--- config.mk ---
export PLATFORM = sky130hd
export DESIGN_NAME = sfd_chan_fifo
export DESIGN_NICKNAME = d
export VERILOG_FILES = /design/src/rtl/sfd_pkg.sv /design/src/rtl/sfd_tag_fifo.sv /design/src/rtl/sfd_req_mux.sv /design/src/rtl/sfd_chan_fifo.sv
export SDC_FILE = /design/constraint.sdc
export NUM_CORES = 1
export LEC_CHECK = 0
export BUFFER_PORTS_ARGS = -buffer_cell sky130_fd_sc_hd__buf_2
export CORE_ASPECT_RATIO = 0.8
export CORE_MARGIN = 2
export CORE_UTILIZATION = 40
export CTS_CLUSTER_DIAMETER = 40
export DETAILED_ROUTE_END_ITERATION = 7
export GPL_TIMING_DRIVEN = 0
export PLACE_DENSITY_LB_ADDON = 0.12
export SKIP_CTS_REPAIR_TIMING = 1
export SYNTH_ARGS = -nofsm -noshare
export SYNTH_HDL_FRONTEND = slang
export SYNTH_SLANG_ARGS = --single-unit
--- constraint.sdc ---
create_clock -name clk -period 2.6 [get_ports clk]
set_clock_uncertainty 0.2 [all_clocks]
set_input_delay 0.78 -clock clk [delete_from_list [all_inputs] [get_ports clk]]
set_output_delay 0.78 -clock clk [all_outputs]
set_load 0.02 [all_outputs]
--- src/rtl/sfd_pkg.sv ---
package sfd_pkg;
   typedef enum logic [1:0] {
      XFER_OFF     = 2'b00,
      XFER_HALF    = 2'b01,
      XFER_FULL    = 2'b10,
      XFER_OFF_ALT = 2'b11
   } xfer_mode_t;
endpackage

--- src/rtl/sfd_tag_fifo.sv ---
module sfd_tag_fifo #(
   parameter int WIDTH = 12,
   parameter int DEPTH = 4
) (
   input  logic             clk,
   input  logic             rst_n,
   input  logic             push,
   input  logic [WIDTH-1:0] push_data,
   input  logic             pop,
   output logic [WIDTH-1:0] head,
   output logic             full,
   output logic             empty
);
   localparam int PW = (DEPTH > 1) ? $clog2(DEPTH) : 1;
   localparam int CW = $clog2(DEPTH + 1);

   generate
      if (DEPTH < 2) begin : g_bad_depth
         $error("sfd_tag_fifo: DEPTH must be at least 2");
      end
      if (WIDTH < 1) begin : g_bad_width
         $error("sfd_tag_fifo: WIDTH must be positive");
      end
   endgenerate

   logic [WIDTH-1:0] slot [DEPTH];
   logic [PW-1:0]    wr_ptr, rd_ptr;
   logic [CW-1:0]    count;
   logic             do_push, do_pop;

   function automatic logic [PW-1:0] step_ptr(input logic [PW-1:0] p);
      return (p == PW'(DEPTH - 1)) ? '0 : p + 1'b1;
   endfunction

   assign full    = (count == CW'(DEPTH));
   assign empty   = (count == '0);
   assign do_push = push & ~full;
   assign do_pop  = pop & ~empty;
   assign head    = slot[rd_ptr];

   always_ff @(posedge clk) begin
      if (do_push) slot[wr_ptr] <= push_data;
   end

   always_ff @(posedge clk or negedge rst_n) begin
      if (!rst_n) begin
         wr_ptr <= '0;
         rd_ptr <= '0;
         count  <= '0;
      end else begin
         if (do_push) wr_ptr <= step_ptr(wr_ptr);
         if (do_pop)  rd_ptr <= step_ptr(rd_ptr);
         case ({do_push, do_pop})
            2'b10:   count <= count + 1'b1;
            2'b01:   count <= count - 1'b1;
            default: count <= count;
         endcase
      end
   end

   AST_NO_OVERFLOW: assert property (@(posedge clk) disable iff (!rst_n)
      count <= CW'(DEPTH));
   AST_FULL_DROPS: assert property (@(posedge clk) disable iff (!rst_n)
      (full && push && !pop) |=> (full && $stable(wr_ptr)));
   AST_EMPTY_IGNORES: assert property (@(posedge clk) disable iff (!rst_n)
      (empty && pop && !push) |=> (empty && $stable(rd_ptr)));
endmodule

--- src/rtl/sfd_req_mux.sv ---
module sfd_req_mux
   import sfd_pkg::*;
(
   input  xfer_mode_t mode,
   input  logic       rx_en,
   input  logic       tx_en,
   input  logic       rx_empty,
   input  logic       tx_full,
   input  logic [1:0] gpo,
   output logic       req0_n,
   output logic       req1_n
);
   logic rx_want, tx_want;

   assign rx_want = rx_en & ~rx_empty;
   assign tx_want = tx_en & ~tx_full;

   always_comb begin
      case (mode)
         XFER_HALF: begin
            req0_n = ~(rx_en ? rx_want : tx_want);
            req1_n = gpo[1];
         end
         XFER_FULL: begin
            req0_n = ~rx_want;
            req1_n = ~tx_want;
         end
         default: begin
            req0_n = gpo[0];
            req1_n = gpo[1];
         end
      endcase
   end
endmodule

--- src/rtl/sfd_chan_fifo.sv ---
module sfd_chan_fifo
   import sfd_pkg::*;
#(
   parameter int DATA_W = 8,
   parameter int STAT_W = 4,
   parameter int CMD_W  = 3,
   parameter int DEPTH  = 4
) (
   input  logic              clk,
   input  logic              rst_n,
   input  logic [1:0]        xfer_mode,
   input  logic              rx_en,
   input  logic              tx_en,
   input  logic [1:0]        gpo,
   input  logic              rx_push,
   input  logic [DATA_W-1:0] rx_push_data,
   input  logic [STAT_W-1:0] rx_push_stat,
   output logic              rx_full,
   input  logic              tx_pop,
   output logic [DATA_W-1:0] tx_pop_data,
   output logic [CMD_W-1:0]  tx_pop_cmd,
   output logic              tx_empty,
   input  logic              cpu_rd,
   input  logic              cpu_wr,
   input  logic [DATA_W-1:0] bus_wdata,
   input  logic [CMD_W-1:0]  bus_wcmd,
   output logic [DATA_W-1:0] cpu_rdata,
   output logic [STAT_W-1:0] cpu_rstat,
   input  logic              dma_xfer,
   input  logic              dack_rx_n,
   input  logic              dack_tx_n,
   input  logic              err_clr,
   output logic              err_ovf,
   output logic              err_udf,
   output logic              req0_n,
   output logic              req1_n,
   output logic              remote_hold
);
   localparam int RXW = DATA_W + STAT_W;
   localparam int TXW = DATA_W + CMD_W;

   generate
      if (DATA_W < 5 || DATA_W > 16) begin : g_bad_data
         $error("sfd_chan_fifo: DATA_W out of range");
      end
      if (STAT_W < 1 || CMD_W < 1) begin : g_bad_tags
         $error("sfd_chan_fifo: tag widths must be positive");
      end
   endgenerate

   logic           rx_empty, tx_full;
   logic           rx_rd_req, tx_wr_req;
   logic [RXW-1:0] rx_head;
   logic [TXW-1:0] tx_head;

   assign rx_rd_req = cpu_rd | (dma_xfer & ~dack_rx_n);
   assign tx_wr_req = cpu_wr | (dma_xfer & dack_rx_n & ~dack_tx_n);

   sfd_tag_fifo #(.WIDTH(RXW), .DEPTH(DEPTH)) u_rx (
      .clk       (clk),
      .rst_n     (rst_n),
      .push      (rx_push),
      .push_data ({rx_push_stat, rx_push_data}),
      .pop       (rx_rd_req),
      .head      (rx_head),
      .full      (rx_full),
      .empty     (rx_empty)
   );

   sfd_tag_fifo #(.WIDTH(TXW), .DEPTH(DEPTH)) u_tx (
      .clk       (clk),
      .rst_n     (rst_n),
      .push      (tx_wr_req),
      .push_data ({bus_wcmd, bus_wdata}),
      .pop       (tx_pop),
      .head      (tx_head),
      .full      (tx_full),
      .empty     (tx_empty)
   );

   assign cpu_rdata   = rx_empty ? '0 : rx_head[DATA_W-1:0];
   assign cpu_rstat   = rx_empty ? '0 : rx_head[RXW-1:DATA_W];
   assign tx_pop_data = tx_head[DATA_W-1:0];
   assign tx_pop_cmd  = tx_head[TXW-1:DATA_W];
   assign remote_hold = rx_full;

   always_ff @(posedge clk or negedge rst_n) begin
      if (!rst_n) begin
         err_ovf <= 1'b0;
         err_udf <= 1'b0;
      end else begin
         err_ovf <= (err_ovf & ~err_clr) | (tx_wr_req & tx_full);
         err_udf <= (err_udf & ~err_clr) | (rx_rd_req & rx_empty);
      end
   end

   sfd_req_mux u_req (
      .mode     (xfer_mode_t'(xfer_mode)),
      .rx_en    (rx_en),
      .tx_en    (tx_en),
      .rx_empty (rx_empty),
      .tx_full  (tx_full),
      .gpo      (gpo),
      .req0_n   (req0_n),
      .req1_n   (req1_n)
   );

   AST_HOLD_KEEPS: assert property (@(posedge clk) disable iff (!rst_n)
      (remote_hold && !rx_rd_req) |=> remote_hold);
   AST_OVF_STICKY: assert property (@(posedge clk) disable iff (!rst_n)
      (err_ovf && !err_clr) |=> err_ovf);
   AST_UDF_SET: assert property (@(posedge clk) disable iff (!rst_n)
      (cpu_rd && rx_empty) |=> err_udf);
   AST_HALF_RX_REQ: assert property (@(posedge clk) disable iff (!rst_n)
      (xfer_mode == 2'b01 && rx_en && !rx_empty) |-> !req0_n);
   AST_FULL_TX_REQ: assert property (@(posedge clk) disable iff (!rst_n)
      (xfer_mode == 2'b10 && tx_en && !tx_full) |-> !req1_n);
endmodule

==> results.toml <==
[synth]
synth_nets = 293
ys_ff_latch = 108
synthCells = 238
yosysWarnings = 0
ys_seq_area_share_pct = 70.3
synth_area_mm2 = 0.00450
post_synth_num_cell_types = 34
syn_area_per_cell_um2 = 18.9

[routing]
vias = 2288
via_per_inst = 4.82
ant_nets = 0
drt-initial-drc-count = 135
drc = 0
wire_per_inst_um = 16.2
wirelength_mm = 7.71
drt_pass1_iterations = 6

[sta]
setup_violations = 12
relSlewSlack_pct = 51.5
period_needed_ns = 2.76
fin_ws_ns = -0.164
hold_viol_final = 0
worst_pin_slew_ns = 0.727
worst_hold_slack_ns = 0.156
max_freq_ghz = 0.362
final_max_slew_viol_count = 0
period_share_pct = 106
rsz0062_at_grt = "yes"

[clock_network]
cts_buffer_depth = 2
cts_root_buffer = "clkbuf_16"
numCtsBuffers = 9
h-tree-depth = 3
cts_tree = "done"
path_clk_slew_ns = 0.08
clkSinkCount = 108
worstSkewPairLatency_ns = 0.34

[worst_setup_path]
path_buf_inv = 3
critPathLaunchType = "register"
arrival_ns = 1.78
cp_slowest_stage_delay_ns = 0.51
path_class = "register to output port"
crit_family = "multiplexers"
path_max_fanout = 6
end_kind = "output port"
path_cells = "buf_6 -> buf_12 -> mux4_2 -> and2_4 -> buf_6"
worst-endpoint-required_ns = 1.62
cpMaxStageDelayCell = "mux4_2"
crit_top_cell = "buf_6"

[place]
io_buffer_count = 68
pre_cts_ws_ns = -0.0909
hpwlAfterDp_mm = 5.07
gp_congestion = 0.726

[floorplanning]
die_h_um = 98.9
die_area_mm2 = 0.0121
fp.dieW_um = 123
initial_utilization_pct = 41.2
rows = 34
core_mm2 = 0.0109
io_pins = 69

[min_path]
hp-class = "input pin to async pin"

[final_layout]
fillers = 894
antenna_cells = 0
final_common_cell = "edfxtp_1"
final_cell_mix = "edfxtp_1 (92), buf_2 (56), mux4_2 (23), inv_1 (18), dfrtp_1 (15)"
drive_above_1_share_pct = 44.4
area_growth_pct = 23.1
fin_nets = 381

[run]
max-cap-violations = 0

[global_routing]
overflow = 0
antenna_found_initial = 0
grt_pass1_vias = 2319
grt_pass1_wl_mm = 11.9
grt_max_degree = 22
grt_usage_pct = 13.3

[run_status]
violations = "setup timing"
status = "finished, violations left"

[power_and_ir_drop]
ir_worst_vdd_uv = 463
p_leak_nw = 2.14
powerDensity_mw_per_mm2 = 1200
## kinds of logic after synthesis
family | after synthesis | share of synthesized area, %
flops | 108 | 70.3
simple gates | 41 | 5.23
mux | 32 | 14.1
buf+inv | 25 | 2.83
fa+ha+maj | 16 | 4.78
compound gates | 10 | 1.58
xor+xnor | 6 | 1.17
## metrics by stage
step | area (µm²) | setup TNS, ns | cells | total power, mW | utilization [%]
CTS | 5340 | -5.52 | 466 | 6.31 | 48.8
detailed placement | 5030 | -0.156 | 450 | 4.95 | 46.0
global route | 5540 | -2.64 | 475 | 7.08 | 50.7
finish | 5540 | -1.75 | 475 | 6.67 | 50.7
floorplan | 4510 | 0 | 238 | 4.26 | -
global placement | 5030 | -0.159 | 450 | 4.92 | 46.0
## worst paths after layout
kind                       slack (ns)            from             end  cells past startpoint
min                              0.16           rst_n  u_tx.rd_ptr[0]                      1
min in group clk                 0.30   u_rx.count[2]   u_rx.count[2]                      1
max                             -0.16  u_rx.rd_ptr[0]    cpu_rdata[3]                      5
max in group asynchronous        1.74           rst_n  u_tx.rd_ptr[0]                      1
max reg2reg                      0.17   u_rx.count[1]   u_rx.count[2]                      9
min reg2reg                      0.30   u_rx.count[2]   u_rx.count[2]                      1
## registers in the layout, summed over array words and instances (netlist names)
register and flops:
u_rx.slot 48, u_tx.rd_ptr 2, u_rx.count 3, u_tx.count 3, u_rx.wr_ptr 2, err_ovf 1, u_tx.slot 44, u_tx.wr_ptr 2
u_rx.rd_ptr 2, err_udf 1
## cells in the mapped netlist
cell type,number,area (µm²)
buf_2,2,10.0
and3b_1,1,8.76
a31oi_1,1,6.26
a22oi_1,1,7.51
nor3b_1,2,15.0
mux4_1,3,78.8
o21ai_0,4,20.0
a21o_1,1,7.51
xor2_1,4,35.0
or3b_1,1,8.76
nor2_1,9,33.8
mux2_2,6,67.6
mux2i_1,1,10.0
inv_1,18,67.6
o21ai_2,1,8.76
and2_1,20,125
dfrtp_1,16,400
nor3_1,1,5.00
fa_1,2,40.0
nand2b_1,2,12.5
or3_1,1,6.26
buf_12,1,20.0
mux2_4,2,30.0
ha_1,14,175
nor2b_1,2,12.5
xnor2_1,2,17.5
o22ai_1,1,6.26
buf_4,2,15.0
clkbuf_1,1,3.75
edfxtp_1,92,2760
o21a_4,1,15.0
nand2_1,2,7.51
buf_6,1,11.3
mux4_2,20,450
## power breakdown
| group | internal (mW) | switching [mW] |
|---|---|---|
| combinational | 1.42 | 1.35 |
| sequential | 2.36 | 0.186 |
| clock | 0.683 | 0.667 |
## metal layers
metal,GRT usage (%),routed length (µm),vias up
li1,-,-,1083
met1,19.3,3810,1133
met2,19.4,3440,70
met3,4.28,418,2
met4,3.98,43,0
met5,0,0,-
## cell type report
cell class	count	area, µm²	area share, %
plain buffers	7	85.1	1.53
clock buffers	9	225	4.06
clock inverters	7	83.8	1.51
inverters	18	67.6	1.22
multi-input cells	105	1250	22.5
flip-flops and latches	108	3160	57.1
well taps	144	180	3.25
repair buffers	77	489	8.83
## worst reg2reg max path, delay by kind of cell (launching register included)
kind                     cells  cell delay [ns]
adder cells (fa/ha/maj)      2             0.54
XOR/XNOR                     2             0.31
buffers and inverters        2             0.15
AND/OR/NAND/NOR              3             0.75
flip-flops                   1             0.41
No activity file was read; power rests on OpenSTA's default activity.
